[src/rtl/pqm_pkg.sv]
package pqm_pkg;

    typedef enum logic [1:0] {
        CLS_IDLE   = 2'd0,
        CLS_URGENT = 2'd1,
        CLS_READY  = 2'd2
    } grant_cls_e;

    // Index one past idx, wrapping to 0 after n-1.
    function automatic int unsigned wrap_next(input int unsigned idx, input int unsigned n);
        return (idx + 1 >= n) ? 0 : idx + 1;
    endfunction

endpackage

[src/rtl/pqm_fifo.sv]
module pqm_fifo #(
    parameter int DATA_W = 16,
    parameter int DEPTH  = 8
) (
    input  logic              clk,
    input  logic              rst_n,
    input  logic              wr_en,
    input  logic [DATA_W-1:0] wr_data,
    input  logic              rd_en,
    output logic [DATA_W-1:0] rd_data,
    output logic              nonempty,
    output logic              near_full,
    output logic              full
);
    localparam int PTR_W = (DEPTH > 1) ? $clog2(DEPTH) : 1;
    localparam int CNT_W = $clog2(DEPTH + 1);

    typedef struct packed {
        logic [DEPTH-1:0][DATA_W-1:0] mem;
        logic [PTR_W-1:0]             wr_ptr;
        logic [PTR_W-1:0]             rd_ptr;
        logic [CNT_W-1:0]             cnt;
    } fifo_state_t;

    fifo_state_t s_d, s_q;

    function automatic logic [PTR_W-1:0] ptr_inc(input logic [PTR_W-1:0] p);
        return (p == PTR_W'(DEPTH - 1)) ? '0 : p + PTR_W'(1);
    endfunction

    always_comb begin
        s_d = s_q;
        if (wr_en) begin
            s_d.mem[s_q.wr_ptr] = wr_data;
            s_d.wr_ptr          = ptr_inc(s_q.wr_ptr);
        end
        if (rd_en) begin
            s_d.rd_ptr = ptr_inc(s_q.rd_ptr);
        end
        s_d.cnt = s_q.cnt + CNT_W'(wr_en) - CNT_W'(rd_en);
    end

    always_ff @(posedge clk) begin
        if (!rst_n) s_q <= '0;
        else        s_q <= s_d;
    end

    assign rd_data   = s_q.mem[s_q.rd_ptr];
    assign nonempty  = (s_q.cnt != '0);
    assign near_full = (s_q.cnt >= CNT_W'(DEPTH - 1));
    assign full      = (s_q.cnt == CNT_W'(DEPTH));

endmodule

[src/rtl/pqm_rr_pick.sv]
module pqm_rr_pick #(
    parameter int N     = 9,
    parameter int IDX_W = 4
) (
    input  logic [N-1:0]     req,
    input  logic [IDX_W-1:0] start,
    output logic             found,
    output logic [IDX_W-1:0] idx
);
    always_comb begin
        int cand;
        found = 1'b0;
        idx   = '0;
        for (int k = 0; k < N; k++) begin
            cand = int'(start) + k;
            if (cand >= N) cand = cand - N;
            if (!found && req[cand]) begin
                found = 1'b1;
                idx   = IDX_W'(cand);
            end
        end
    end
endmodule

[src/rtl/pair_queue_merge.sv]
module pair_queue_merge #(
    parameter int NUM_SRC = 9,
    parameter int DEPTH   = 8,
    parameter int DATA_W  = 16,
    localparam int SRC_W  = (NUM_SRC > 1) ? $clog2(NUM_SRC) : 1
) (
    input  logic                      clk,
    input  logic                      rst_n,
    input  logic [NUM_SRC-1:0]        push_valid,
    input  logic [NUM_SRC*DATA_W-1:0] push_data,
    output logic                      hold,
    output logic                      out_valid,
    output logic [DATA_W-1:0]         out_data,
    output logic [SRC_W-1:0]          out_src
);
    import pqm_pkg::*;

    typedef struct packed {
        logic [SRC_W-1:0]  urg_ptr;
        logic [SRC_W-1:0]  rdy_ptr;
        logic              hold;
        logic              out_valid;
        logic [DATA_W-1:0] out_data;
        logic [SRC_W-1:0]  out_src;
    } merge_state_t;

    merge_state_t st_d, st_q;

    logic [NUM_SRC-1:0] q_nonempty;
    logic [NUM_SRC-1:0] q_near_full;
    logic [NUM_SRC-1:0] q_full;
    logic [NUM_SRC-1:0] pop_vec;
    logic [DATA_W-1:0]  q_head [NUM_SRC];

    logic               urg_found, rdy_found;
    logic [SRC_W-1:0]   urg_idx, rdy_idx;
    logic [SRC_W-1:0]   grant_idx;
    grant_cls_e         grant_cls;

    for (genvar g = 0; g < NUM_SRC; g++) begin : g_q
        pqm_fifo #(
            .DATA_W (DATA_W),
            .DEPTH  (DEPTH)
        ) u_fifo (
            .clk       (clk),
            .rst_n     (rst_n),
            .wr_en     (push_valid[g]),
            .wr_data   (push_data[g*DATA_W +: DATA_W]),
            .rd_en     (pop_vec[g]),
            .rd_data   (q_head[g]),
            .nonempty  (q_nonempty[g]),
            .near_full (q_near_full[g]),
            .full      (q_full[g])
        );
    end

    pqm_rr_pick #(.N(NUM_SRC), .IDX_W(SRC_W)) u_pick_urgent (
        .req   (q_near_full),
        .start (st_q.urg_ptr),
        .found (urg_found),
        .idx   (urg_idx)
    );

    pqm_rr_pick #(.N(NUM_SRC), .IDX_W(SRC_W)) u_pick_ready (
        .req   (q_nonempty),
        .start (st_q.rdy_ptr),
        .found (rdy_found),
        .idx   (rdy_idx)
    );

    // Class selection: urgent class first, then any non-empty queue.
    always_comb begin
        if (urg_found) begin
            grant_cls = CLS_URGENT;
            grant_idx = urg_idx;
        end else if (rdy_found) begin
            grant_cls = CLS_READY;
            grant_idx = rdy_idx;
        end else begin
            grant_cls = CLS_IDLE;
            grant_idx = '0;
        end
    end

    always_comb begin
        for (int i = 0; i < NUM_SRC; i++) begin
            pop_vec[i] = (grant_cls != CLS_IDLE) && (grant_idx == SRC_W'(i));
        end
    end

    always_comb begin
        st_d           = st_q;
        st_d.hold      = ($countones(q_near_full) > 1);
        st_d.out_valid = (grant_cls != CLS_IDLE);
        st_d.out_src   = grant_idx;
        st_d.out_data  = (grant_cls != CLS_IDLE) ? q_head[grant_idx] : '0;
        if (grant_cls == CLS_URGENT) begin
            st_d.urg_ptr = SRC_W'(wrap_next(int'(grant_idx), NUM_SRC));
        end
        if (grant_cls == CLS_READY) begin
            st_d.rdy_ptr = SRC_W'(wrap_next(int'(grant_idx), NUM_SRC));
        end
    end

    always_ff @(posedge clk) begin
        if (!rst_n) st_q <= '0;
        else        st_q <= st_d;
    end

    assign hold      = st_q.hold;
    assign out_valid = st_q.out_valid;
    assign out_data  = st_q.out_data;
    assign out_src   = st_q.out_src;

endmodule

[config.mk]
export PLATFORM = sky130hd
export DESIGN_NAME = pair_queue_merge
export DESIGN_NICKNAME = d
export VERILOG_FILES = /design/src/rtl/pqm_pkg.sv /design/src/rtl/pqm_fifo.sv /design/src/rtl/pqm_rr_pick.sv /design/src/rtl/pair_queue_merge.sv
export SDC_FILE = /design/constraint.sdc
export NUM_CORES = 2
export LEC_CHECK = 0
export ABC_AREA = 1
export CORE_ASPECT_RATIO = 0.6
export CORE_MARGIN = 2
export CORE_UTILIZATION = 56
export DETAILED_ROUTE_END_ITERATION = 8
export PLACE_DENSITY = 0.8
export RECOVER_POWER = 50
export SYNTH_ARGS = -nofsm -noshare
export SYNTH_HDL_FRONTEND = slang
export SYNTH_SLANG_ARGS = --single-unit
[constraint.sdc]
create_clock -name clk -period 5.78 [get_ports clk]
set_clock_uncertainty 0.2 [all_clocks]
set_input_delay 1.734 -clock clk [delete_from_list [all_inputs] [get_ports clk]]
set_output_delay 1.734 -clock clk [all_outputs]
set_load 0.02 [all_outputs]
==> metrics.cfg <==
[route]
wirelength_um=201000
final_antenna_net_count=0
drtIter0Drc=8512
drt-pass1-iter-count=7
avgRoutedWirePerCell_um=19.3
vias=62200
vias_per_cell=5.97
route.detailed.drc=0

[timing]
finalSetupViolations=0
post-route-period-util=0.968
final.min_clock_period_ps=5600
maxSlewHeadroom=0.106
tightest_slew_ps=1330
report.final.slew_viol_count=0
rsz0062_at_grt=true
finalHoldViolCount=0
clock.fmax_ghz=0.179
setup_slack_ps=182

[flow_run]
maxCapViolations=0

[clock_network]
cts_buffers=116
root_buffer=clkbuf_16
ctsHoldBuffers=0
clkTransAtPathRegs_ps=70
h-tree-depth=3
clk_latency_ps=760
max-clock-path-buffers=3
cts.sinks=1272
cts_tree=built

[floorplanning]
initial_core_util=0.564
die_area_mm2=0.113
die_y_um=261
rows=94
fp.dieW_um=433
core_mm2=0.110
ios=177

[logic_synthesis]
synth_area_mm2=0.0619
yosys-top-cells-count=nor2_1, o21ai_0, dfxtp_1, nand2_1, clkbuf_1
ys_warn_count=0
synth_area_leaders=dfxtp_1, nor2_1, o21ai_0
synth-edff-count=0
synth_top_area_cell=dfxtp_1
synth_most_common_cell=nor2_1
synth.distinct_cells=54
async_flop_share=0
synth_top_area_frac=0.412
ys_seq_area_frac=0.412
syn_area_per_cell_um2=6.86
synth_cells=9021
synth_ff_type=dfxtp_1
synth-seq-cells=1272
syn_nets=9332

[worst_setup_path]
worstPathArrival_ps=6070
cp-end-kind=flop
crit_family=simple AND/OR/NAND/NOR gates
crit_slowest_cell=dfxtp_1
crit_fanout=17
cp.required_ps=6260
start_kind=flop
worstSetupPathType=reg2reg
cp_num_buf_inv=6
startpoint=st_q[26]
rr_startpoint=st_q[26]
slowest_delay_ps=410

[outcome]
status=complete, no violations

[power_and_ir_drop]
p_leak_nw=29.5
ir_drop_mv=1.52
power_density_mw_per_mm2=558
power_mw=38.1

[global_route]
gr-total-overflow=0
grt_max_degree=317
grt_usage=0.340
grt_pass1_vias=56200
grt_first_pass_wirelength_um=311000
antenna_found_initial=22

[final_layout]
drive_gt1_frac=0.0524
stdcell_area_mm2=0.0683
nets=9118
syn2layout_area_growth_pct=10.3
final_util=0.623

[placed_design]
routabilityCongestion=1.03
placed_cell_area_mm2=0.0640
dp_hpwl_um=131000
portBuffers=176
pre_cts_ws_ps=107

[min_path]
min_from=g_q[8].u_fifo.s_q[79]
hold_path_class=reg2reg

## layout make-up
type / count / area, µm²
antenna: 20 / 50.0
clock buffer: 165 / 3420
clock inverter: 54 / 818
fill: 9820 / 41300
inverter: 453 / 1710
multi-input combinational: 6622 / 32000
sequential: 1272 / 25500
tap: 1488 / 1860
timing repair buffer: 341 / 2930
timing repair inverter: 1 / 7.51
## worst min-delay path, delay by kind of cell, from the launching register on
family                 cells  cell delay (ps)
DFF                        1              300
buffers and inverters      1               60
AOI/OAI and AO/OA          1               50
## routing by layer
metal,track usage,share of wire,up-vias
li1,-,-,29200
met1,0.484,0.42,28800
met2,0.498,0.42,3664
met3,0.0800,0.13,485
met4,0.129,0.035,12
met5,0.00492,0.00069,-
## metrics by stage
| step | setup TNS (ps) | instances | hold slack [ps] |
|---|---|---|---|
| after floorplan | 0 | 9021 | 230 |
| after global placement | 0 | 10200 | 240 |
| after detailed placement | 0 | 10200 | 247 |
| after CTS | 0 | 10400 | 256 |
| after global routing | -357 | 10400 | 269 |
| final | 0 | 10400 | 254 |
## power breakdown
part | total [mW] | internal [mW] | switching, mW
Clock | 8.55 | 4.94 | 3.61
Combinational | 19.8 | 5.20 | 14.7
Sequential | 9.71 | 9.36 | 0.358
## placed cells by master (no fill, tap or decap), types with 10 or more instances in the layout
cell	count
nor2_1	2678
o21ai_0	1641
dfxtp_1	1254
nand2_1	923
inv_1	423
nand3_1	342
a21oi_1	290
clkdlybuf4s50_1	166
ha_1	137
o221ai_1	129
buf_4	122
clkbuf_16	118
a32oi_1	96
mux2i_1	96
clkbuf_1	55
o211ai_1	44
nand2_2	35
o22ai_1	35
clkbuf_8	29
o21ai_1	28
inv_2	26
clkinv_2	23
diode_2	20
xor2_1	19
bufinv_16	18
dfxtp_2	18
fa_1	16
nand4_1	15
nor3_1	14
a211oi_1	10
## state kept, by name, indices dropped and copies added (netlist names)
name	flops
st_q	8
hold	1
out_data	16
out_src	4
out_valid	1
g_q.u_fifo.s_q	1242
## logic make-up (layout without fill, tap and decap cells)
| group | count (synthesis) | count (layout) | synth area share |
|---|---|---|---|
| AND/OR/NAND/NOR | 4051 | 4051 | 0.259 |
| AO/OA/AOI/OAI | 2293 | 2293 | 0.203 |
| flip-flops | 1272 | 1272 | 0.412 |
| buffers and inverters | 1127 | 1014 | 0.0732 |
| adder cells (fa/ha/maj) | 156 | 156 | 0.0335 |
| multiplexers | 96 | 96 | 0.0155 |
| XOR/XNOR | 26 | 26 | 0.00411 |
| other | 0 | 20 | 0 |
## final timing paths
path | endpoint | slack (ps) | cells after the start
worst min register to register | g_q[8].u_fifo.s_q[79] | 250 | 2
worst max-delay path | g_q[5].u_fifo.s_q[3] | 180 | 29
worst max register to register | g_q[5].u_fifo.s_q[3] | 180 | 29
worst min-delay path | g_q[8].u_fifo.s_q[79] | 250 | 2
## timing repair
item	CTS	global route
resized for setup	1	36
buffers inserted	0	3
gates cloned	0	1
pin swaps	0	1
endpoints found under the setup margin	1	25
No activity file was read; power rests on OpenSTA's default activity.
